`config.mk`:
```
export PLATFORM = sky130hd
export DESIGN_NAME = led_pwm_core
export DESIGN_NICKNAME = d
export VERILOG_FILES = /design/src/rtl/led_pwm_pkg.sv /design/src/rtl/rise_detect.sv /design/src/rtl/shift_latch.sv /design/src/rtl/gs_counter.sv /design/src/rtl/pwm_compare.sv /design/src/rtl/led_pwm_core.sv
export SDC_FILE = /design/constraint.sdc
export NUM_CORES = 1
export LEC_CHECK = 0
export BUFFER_PORTS_ARGS = -buffer_cell sky130_fd_sc_hd__buf_2
export CAP_MARGIN = 10
export CORE_MARGIN = 3
export CORE_UTILIZATION = 45
export CTS_CLUSTER_DIAMETER = 100
export DETAILED_ROUTE_END_ITERATION = 7
export GPL_TIMING_DRIVEN = 0
export MAX_ROUTING_LAYER = met4
export PLACE_DENSITY = 0.63
export SLEW_MARGIN = 20
export SYNTH_ARGS = -nofsm -noshare
export SYNTH_HDL_FRONTEND = slang
export SYNTH_SLANG_ARGS = --single-unit
```
`constraint.sdc`:
```
create_clock -name clk -period 2.4 [get_ports clk]
set_input_delay 0.12 -clock clk [delete_from_list [all_inputs] [get_ports clk]]
set_output_delay 0.12 -clock clk [all_outputs]
set_load 0.1 [all_outputs]
```
`src/rtl/led_pwm_pkg.sv`:
```
package led_pwm_pkg;
    localparam int NUM_CH   = 16;
    localparam int GS_BITS  = 12;
    localparam int DC_BITS  = 6;
    localparam int GS_WIDTH = NUM_CH * GS_BITS;
    localparam int DC_WIDTH = NUM_CH * DC_BITS;
    // indices into the edge-detector vector
    localparam int EDGE_SER = 0;
    localparam int EDGE_LAT = 1;
    localparam int EDGE_REF = 2;
    localparam int EDGE_NUM = 3;
endpackage

```
`src/rtl/rise_detect.sv`:
```
module rise_detect #(
    parameter int N = 3
) (
    input  logic         clk,
    input  logic         rst_n,
    input  logic [N-1:0] level_i,
    output logic [N-1:0] rise_o
);
    typedef struct packed {
        logic [N-1:0] prev;
    } state_t;

    state_t st_d, st_q;

    always_comb begin
        st_d      = st_q;
        st_d.prev = level_i;
        rise_o    = level_i & ~st_q.prev;
    end

    always_ff @(posedge clk or negedge rst_n) begin
        if (!rst_n) st_q <= '0;
        else        st_q <= st_d;
    end
endmodule

```
`src/rtl/shift_latch.sv`:
```
module shift_latch #(
    parameter int WIDTH = 192
) (
    input  logic             clk,
    input  logic             rst_n,
    input  logic             shift_en,
    input  logic             load_en,
    input  logic             sin,
    output logic             sout,
    output logic [WIDTH-1:0] held_o
);
    typedef struct packed {
        logic [WIDTH-1:0] sr;
        logic [WIDTH-1:0] held;
    } state_t;

    state_t st_d, st_q;

    always_comb begin
        st_d = st_q;
        if (shift_en) st_d.sr   = {st_q.sr[WIDTH-2:0], sin};
        if (load_en)  st_d.held = st_q.sr;
    end

    always_ff @(posedge clk or negedge rst_n) begin
        if (!rst_n) st_q <= '0;
        else        st_q <= st_d;
    end

    assign sout   = st_q.sr[WIDTH-1];
    assign held_o = st_q.held;

    // the new bit 0 is the serial input sampled on the shift edge
    assert_shift_in_R2: assert property (@(posedge clk) disable iff (!rst_n)
        shift_en |=> st_q.sr[0] == $past(sin));
    // the latch only changes on a load
    assert_latch_hold_R3: assert property (@(posedge clk) disable iff (!rst_n)
        !load_en |=> $stable(st_q.held));
    // a register that is not shifting keeps its contents
    assert_sr_hold_R1: assert property (@(posedge clk) disable iff (!rst_n)
        !shift_en |=> $stable(st_q.sr));
endmodule

```
`src/rtl/gs_counter.sv`:
```
module gs_counter #(
    parameter int BITS = 12
) (
    input  logic            clk,
    input  logic            rst_n,
    input  logic            blank,
    input  logic            step,
    output logic [BITS-1:0] cnt_o,
    output logic            at_max_o
);
    localparam logic [BITS-1:0] CNT_MAX = '1;

    typedef struct packed {
        logic [BITS-1:0] cnt;
    } state_t;

    state_t st_d, st_q;

    always_comb begin
        st_d = st_q;
        if (blank)                            st_d.cnt = '0;
        else if (step && st_q.cnt != CNT_MAX) st_d.cnt = st_q.cnt + 1'b1;
    end

    always_ff @(posedge clk or negedge rst_n) begin
        if (!rst_n) st_q <= '0;
        else        st_q <= st_d;
    end

    assign cnt_o    = st_q.cnt;
    assign at_max_o = (st_q.cnt == CNT_MAX);

    assert_blank_zero_R5: assert property (@(posedge clk) disable iff (!rst_n)
        blank |=> st_q.cnt == '0);
    assert_no_wrap_R7: assert property (@(posedge clk) disable iff (!rst_n)
        (!blank && st_q.cnt == CNT_MAX) |=> st_q.cnt == CNT_MAX);
    assert_idle_hold_R4: assert property (@(posedge clk) disable iff (!rst_n)
        (!blank && !step) |=> $stable(st_q.cnt));
endmodule

```
`src/rtl/pwm_compare.sv`:
```
module pwm_compare #(
    parameter int NUM_CH = 16,
    parameter int BITS   = 12
) (
    input  logic                   blank,
    input  logic [BITS-1:0]        cnt,
    input  logic [NUM_CH*BITS-1:0] level_words,
    output logic [NUM_CH-1:0]      ch_on
);
    for (genvar n = 0; n < NUM_CH; n++) begin : g_ch
        logic [BITS-1:0] word;
        assign word     = level_words[n*BITS +: BITS];
        assign ch_on[n] = !blank && (cnt < word);
        // a zero word never lights the channel
        always_comb begin
            if (word == '0) assert_zero_off_R6: assert (!ch_on[n]);
        end
    end
endmodule

```
`src/rtl/led_pwm_core.sv`:
```
module led_pwm_core
    import led_pwm_pkg::*;
(
    input  logic                clk,
    input  logic                rst_n,
    input  logic                ser_in,
    input  logic                ser_clk,
    input  logic                latch_stb,
    input  logic                sel_trim,
    input  logic                ref_clk,
    input  logic                blank,
    input  logic                open_fault,
    input  logic                hot_fault,
    output logic                ser_out,
    output logic [NUM_CH-1:0]   ch_on,
    output logic [DC_WIDTH-1:0] trim_out,
    output logic                fault_n
);
    logic [EDGE_NUM-1:0] rise;
    logic                gs_sout, dc_sout;
    logic [GS_WIDTH-1:0] gs_held;
    logic [GS_BITS-1:0]  cnt;
    logic                cnt_max;

    rise_detect #(.N(EDGE_NUM)) u_edges (
        .clk     (clk),
        .rst_n   (rst_n),
        .level_i ({ref_clk, latch_stb, ser_clk}),
        .rise_o  (rise)
    );

    shift_latch #(.WIDTH(GS_WIDTH)) u_gs (
        .clk      (clk),
        .rst_n    (rst_n),
        .shift_en (rise[EDGE_SER] && !sel_trim),
        .load_en  (rise[EDGE_LAT] && !sel_trim),
        .sin      (ser_in),
        .sout     (gs_sout),
        .held_o   (gs_held)
    );

    shift_latch #(.WIDTH(DC_WIDTH)) u_dc (
        .clk      (clk),
        .rst_n    (rst_n),
        .shift_en (rise[EDGE_SER] && sel_trim),
        .load_en  (rise[EDGE_LAT] && sel_trim),
        .sin      (ser_in),
        .sout     (dc_sout),
        .held_o   (trim_out)
    );

    gs_counter #(.BITS(GS_BITS)) u_cnt (
        .clk      (clk),
        .rst_n    (rst_n),
        .blank    (blank),
        .step     (rise[EDGE_REF]),
        .cnt_o    (cnt),
        .at_max_o (cnt_max)
    );

    pwm_compare #(.NUM_CH(NUM_CH), .BITS(GS_BITS)) u_cmp (
        .blank       (blank),
        .cnt         (cnt),
        .level_words (gs_held),
        .ch_on       (ch_on)
    );

    assign ser_out = sel_trim ? dc_sout : gs_sout;
    assign fault_n = !(open_fault || hot_fault);

    // protocol rule on the environment
    assert_sel_stable_R10: assert property (@(posedge clk) disable iff (!rst_n)
        (ser_clk && $past(ser_clk)) |-> $stable(sel_trim));
    // at the saturated count no channel is lit
    assert_max_dark_R7: assert property (@(posedge clk) disable iff (!rst_n)
        cnt_max |-> ch_on == '0);
    // a blank held across two cycles leaves every channel dark
    assert_blank_dark_R5: assert property (@(posedge clk) disable iff (!rst_n)
        (blank && $past(blank)) |-> ch_on == '0);
endmodule

```
# [Yosys cells after proc, flatten, opt, wreduce, memory -nomap -nowiden]
# Index checks and enable logic that the tools add are counted.
[word_totals] memories=0 word_cells=55 out_inout_bits=114 reg_bits=591 rom_bits=0 latchBits=0 ramBits=0
[op_classes] muxes=3 add_sub_neg=1 reduce_logical=26 mul=0 n_lt_le_gt_ge=16 bitwise_logic=2 shifts=0 n_eq_ne=1 n_div=0
[op_table] op="less-than comparator 12 bit" n=16
[op_table] op="two-way mux 12 bit" n=2
[op_table] op="logical AND 1 bit" n=21
[op_table] op="adder 12 x 1 -> 12 bit (second input constant)" n=1
[op_table] op="!= test 12 bit (second input constant)" n=1
[op_table] op="AND 3 bit" n=1
[op_table] op="logical NOT 1 bit" n=3
[op_table] op="NOT 3 bit" n=1
[op_table] op="nonzero test 2 bit" n=1
[op_table] op="logical OR 1 bit" n=1
[op_table] op="two-way mux 1 bit" n=1

# [Longest topological paths before layout]
[logic_depth] depth_word=5 mapped_depth=6 depth_no_buf=6

# [By module]
# From an unflattened synthesis, not the netlist that was laid out.
[hier_totals] cells_unflattened=2178 hier_area_um2=29384.4
[modules_own_cells] mod="shift_latch (u_gs)" seq_area_each_um2=9609.2 cells_each=1002 instances=1 area_each_um2=15835.2
[modules_own_cells] mod="shift_latch (u_dc)" seq_area_each_um2=4804.6 cells_each=502 instances=1 area_each_um2=8250.4
[modules_own_cells] mod="pwm_compare" seq_area_each_um2=0.0 cells_each=595 instances=1 area_each_um2=4469.3
[modules_own_cells] mod="gs_counter" seq_area_each_um2=300.3 cells_each=67 instances=1 area_each_um2=661.9
[modules_own_cells] mod="rise_detect" seq_area_each_um2=75.1 cells_each=6 instances=1 area_each_um2=116.4
[modules_own_cells] mod="led_pwm_core" seq_area_each_um2=0.0 cells_each=6 instances=1 area_each_um2=51.3

# [Least setup slack after synthesis]
# Ideal clock, no wire load.
[synth_path] kind="register to output" startpoint="register u_cnt.st_q, in the netlist u_cnt.cnt_o[1]" endpoint="output ch_on[10]" setup_slack_ns=-1.197 arrival_time_ns=3.477 stages_incl_launch_ff=5 path_cell_list="dfrtp_1 > ha_1 > a2111oi_0 > nor4_1 > nor3_1"
[synth_via] elab_chain_len=2
[synth_lines] item="start, declared" line_no="gs_counter.sv:17" text="state_t st_d, st_q;"
[synth_lines] item="start signal, assigned" line_no="gs_counter.sv:27" text="else st_q <= st_d;"
[synth_lines] item="less-than comparator 12 bit" line_no="pwm_compare.sv:13" text="assign ch_on[n] = !blank && (cnt < word);"
[synth_lines] item="logical AND 1 bit" line_no="pwm_compare.sv:13"
[synth_lines] item="end, declared" line_no="led_pwm_core.sv:15" text="output logic [NUM_CH-1:0] ch_on,"
# No other way between the ends.

# [Final worst setup path]
[layout_path] startpoint="register u_cnt.st_q, in the netlist u_cnt.cnt_o[1]" endpoint="output ch_on[7]"
# Same word-level chain as after synthesis.

==> impl_metrics.py <==
metrics = {
    "critical_path": {
        "cp-end-kind": "primary output",
        "r2r-start": "u_cnt.cnt_o[1]",
        "cp_slowest_cell": "dfrtp_4",
        "cp.depth": 6,
        "crit_buf_inv": 2,
        "startpoint_type": "flop",
        "critPathTopFamily": "flip-flops",
        "path_cells": "buf_12, ha_4, a2111oi_4, nor4_4, nor3_4, buf_12",
        "cp_data_arrival_time_ns": 2.49,
        "critPathRequiredTime_ns": 2.28,
        "critPathMaxStageDelay_ns": 0.52,
        "rr_worst_depth": 7,
        "cp_common_cell": "buf_12",
        "r2r_end": "u_cnt.cnt_o[9]",
        "crit_fanout": 5,
        "path_class": "flop to primary output",
        "rrSetupSlack_ns": 0.33,
    },
    "sta": {
        "setup_viol": 16,
        "whs_ns": 0.1356,
        "period_share": 1.089,
        "rsz0062_at_grt": "true",
        "period_needed_ns": 2.613,
        "maxSlewViolCount": 0,
        "tightest_slew_ns": 0.9944,
        "hold_viol_final": 0,
        "clock_skew_ns": 0.01542,
        "fin_ws_ns": -0.2127,
        "slew_headroom": 0.3371,
        "max_freq_mhz": 382.7,
    },
    "finish": {
        "multiInputGateArea_um2": 11850,
        "fillCellCount": 4730,
        "ff_latch_area_um2": 14830,
        "nets": 2656,
        "drive_gt1_frac": 0.4079,
        "syn2layout_area_growth_pct": 24.55,
    },
    "floorplan": {
        "dieArea_um2": 62730,
        "core-area_um2": 58360,
        "start_util": 0.4608,
        "die_y_um": 250.5,
        "die_w_um": 250.5,
        "pin_count": 124,
        "rows": 88,
    },
    "drt": {
        "vias_per_cell": 5.266,
        "finalWirelength_um": 61710,
        "drc_errors": 0,
        "drtPass1Iterations": 5,
        "dr_total_vias": 17310,
        "wire_per_inst_um": 18.77,
        "antenna_left": 0,
        "first_iter_violations": 960,
    },
    "clocking": {
        "path_clk_slew_ns": 0.06,
        "clockBufferDepth": 3,
        "cts_root_buffer": "clkbuf_16",
        "cts_tree": "yes",
        "cts_buffers": 61,
        "htreeDepth": 2,
        "clock-sinks": 591,
        "clk_latency_ns": 0.62,
    },
    "synth": {
        "post_synth_and_or_nand_nor_area_fraction": 0.06365,
        "synth_top_area_frac": 0.5499,
        "synth-warning-count": 0,
        "synth_edf_count": 0,
        "synth_compound_area_frac": 0.06472,
        "yosysTopAreaCell": "dfrtp_1",
        "ys_types": 46,
        "synth.mux.area_fraction": 0.1693,
        "syn_area_per_cell_um2": 12.16,
        "synth_area_leaders": "dfrtp_1 55%, mux2_2 17%, ha_1 8.2%",
        "async_flop_share": 1.000,
        "synth_area_um2": 26890,
        "yosys.area_share.xor_xnor": 0.0009770,
        "synth.most_common_cell": "dfrtp_1",
        "synth_top_cells_by_count": "591 x dfrtp_1, 401 x mux2_2, 214 x nand2_1",
        "synth_nets": 2398,
        "ys_seq_elements": 591,
        "yosys_most_used_dff": "dfrtp_1",
        "yosys.area_share.adder": 0.08235,
        "syn-instance-count": 2211,
        "synth_top_family_by_area": "multiplexers",
        "synth-seq-area-share": 0.5499,
    },
    "placed_design": {
        "placement.io_buffers": 122,
        "dp_hpwl_um": 36540,
        "place.gp.congestion": 0.7720,
        "dp_slack_ns": -0.3339,
    },
    "grt": {
        "grt_max_degree": 106,
        "overflow": 0,
        "grt_pass1_wl_um": 99370,
        "grt_pass1_vias": 18470,
        "grt_use_total": 0.2020,
        "antenna_found_initial": 1,
    },
    "power": {
        "peakVddDrop_v": 0.0008789,
        "power_density_nw_per_um2": 654.3,
        "p_leak_nw": 16.33,
    },
    "worst_hold_path": {
        "hold_path_class": "primary input to asynchronous set/reset pin",
    },
    "run_status": {
        "status": "complete, but fails checks",
        "violations": "negative setup slack",
    },
    "job": {
        "maxCapViolCount": 0,
    },
}
sequential cells by signal, summed over array words and instances, names as in the netlist:
signal and cells:
u_dc.sout 1, u_edges.st_q 3, u_gs.sout 1, u_gs.st_q 191, u_gs.held_o 192, u_cnt.cnt_o 12
u_dc.st_q 95, u_dc.held_o 96
cell type report:
class | count | share of cell area
Antenna cell | 2 | 0.0001494
Buffer | 183 | 0.03609
Clock buffer | 93 | 0.05487
Clock inverter | 21 | 0.005491
Inverter | 179 | 0.02006
Multi-Input combinational cell | 1258 | 0.3537
Sequential cell | 591 | 0.4428
Tap cell | 765 | 0.02858
Timing Repair Buffer | 195 | 0.05827
report_power, final:
group | internal [mW] | switching [mW] | leakage, nW
clock network | 5.48 | 3.93 | 0.994
registers | 10.2 | 0.165 | 8.19
logic | 0.714 | 1.40 | 7.15
stage by stage:
stage	power, mW	std cells	util	instance area [µm²]	TNS, ns
floorplan	11.88	2211	-	27070	0
global placement	12.39	3098	0.4908	28640	-6232.81
detailed placement	12.46	3104	0.4940	28830	-3.673
CTS	22.18	3278	0.5659	33020	-3.037
global route	22.77	3286	0.5739	33490	-3.961
finish	21.92	3287	0.5740	33490	-2.765
how the worst max path moves through the flow:
stage,end,start
after floorplan,ch_on[4],u_cnt.cnt_o[1]
after global placement,u_gs.st_q[224],rst_n
after detailed placement,ch_on[8],u_cnt.cnt_o[9]
after CTS,ch_on[8],u_cnt.cnt_o[1]
after global routing,ch_on[12],u_cnt.cnt_o[2]
final,ch_on[7],u_cnt.cnt_o[1]
cells by family (layout without fill, tap and decap cells):
family / count (synthesis) / in the layout
AOI/OAI and AO/OA: 304 / 304
xor gates and xnor gates: 3 / 3
adders and majority gates: 177 / 177
buffers and inverters: 362 / 671
DFF: 591 / 591
muxes: 404 / 404
other: 0 / 2
and+or+nand+nor: 370 / 370
tightest hold or removal path: stages:
cell and delay, ns:
dlygate4sd3_1 0.56, buf_8 0.14, buf_16 0.35
routing by layer:
| layer | vias up | routed length [µm] | track usage |
|---|---|---|---|
| li1 | 8059 | - | - |
| met2 | 375 | 29510 | 0.3233 |
| met5 | - | 0 | - |
| met1 | 8769 | 27820 | 0.2684 |
| met3 | 105 | 2899 | 0.03146 |
| met4 | 0 | 1484 | 0.05851 |
cell usage in the layout, fill, tap and decap left out, types with 33 or more instances in the layout:
master / n
dfrtp_1: 580
mux2_2: 401
nand2_1: 214
inv_1: 179
buf_2: 163
o21ai_0: 149
buf_4: 135
ha_1: 111
ha_4: 62
clkbuf_16: 62
buf_12: 39
nand4_1: 35
nor2_1: 33
repair_timing:
action,in CTS,in global routing
hold endpoints to repair,226,0
gates cloned,2,0
setup endpoints to repair,16,16
hold buffers,7,0
pin swaps,61,30
setup buffers,51,8
resized for setup,238,48
Note: power is estimated with default switching activity, not from simulation.
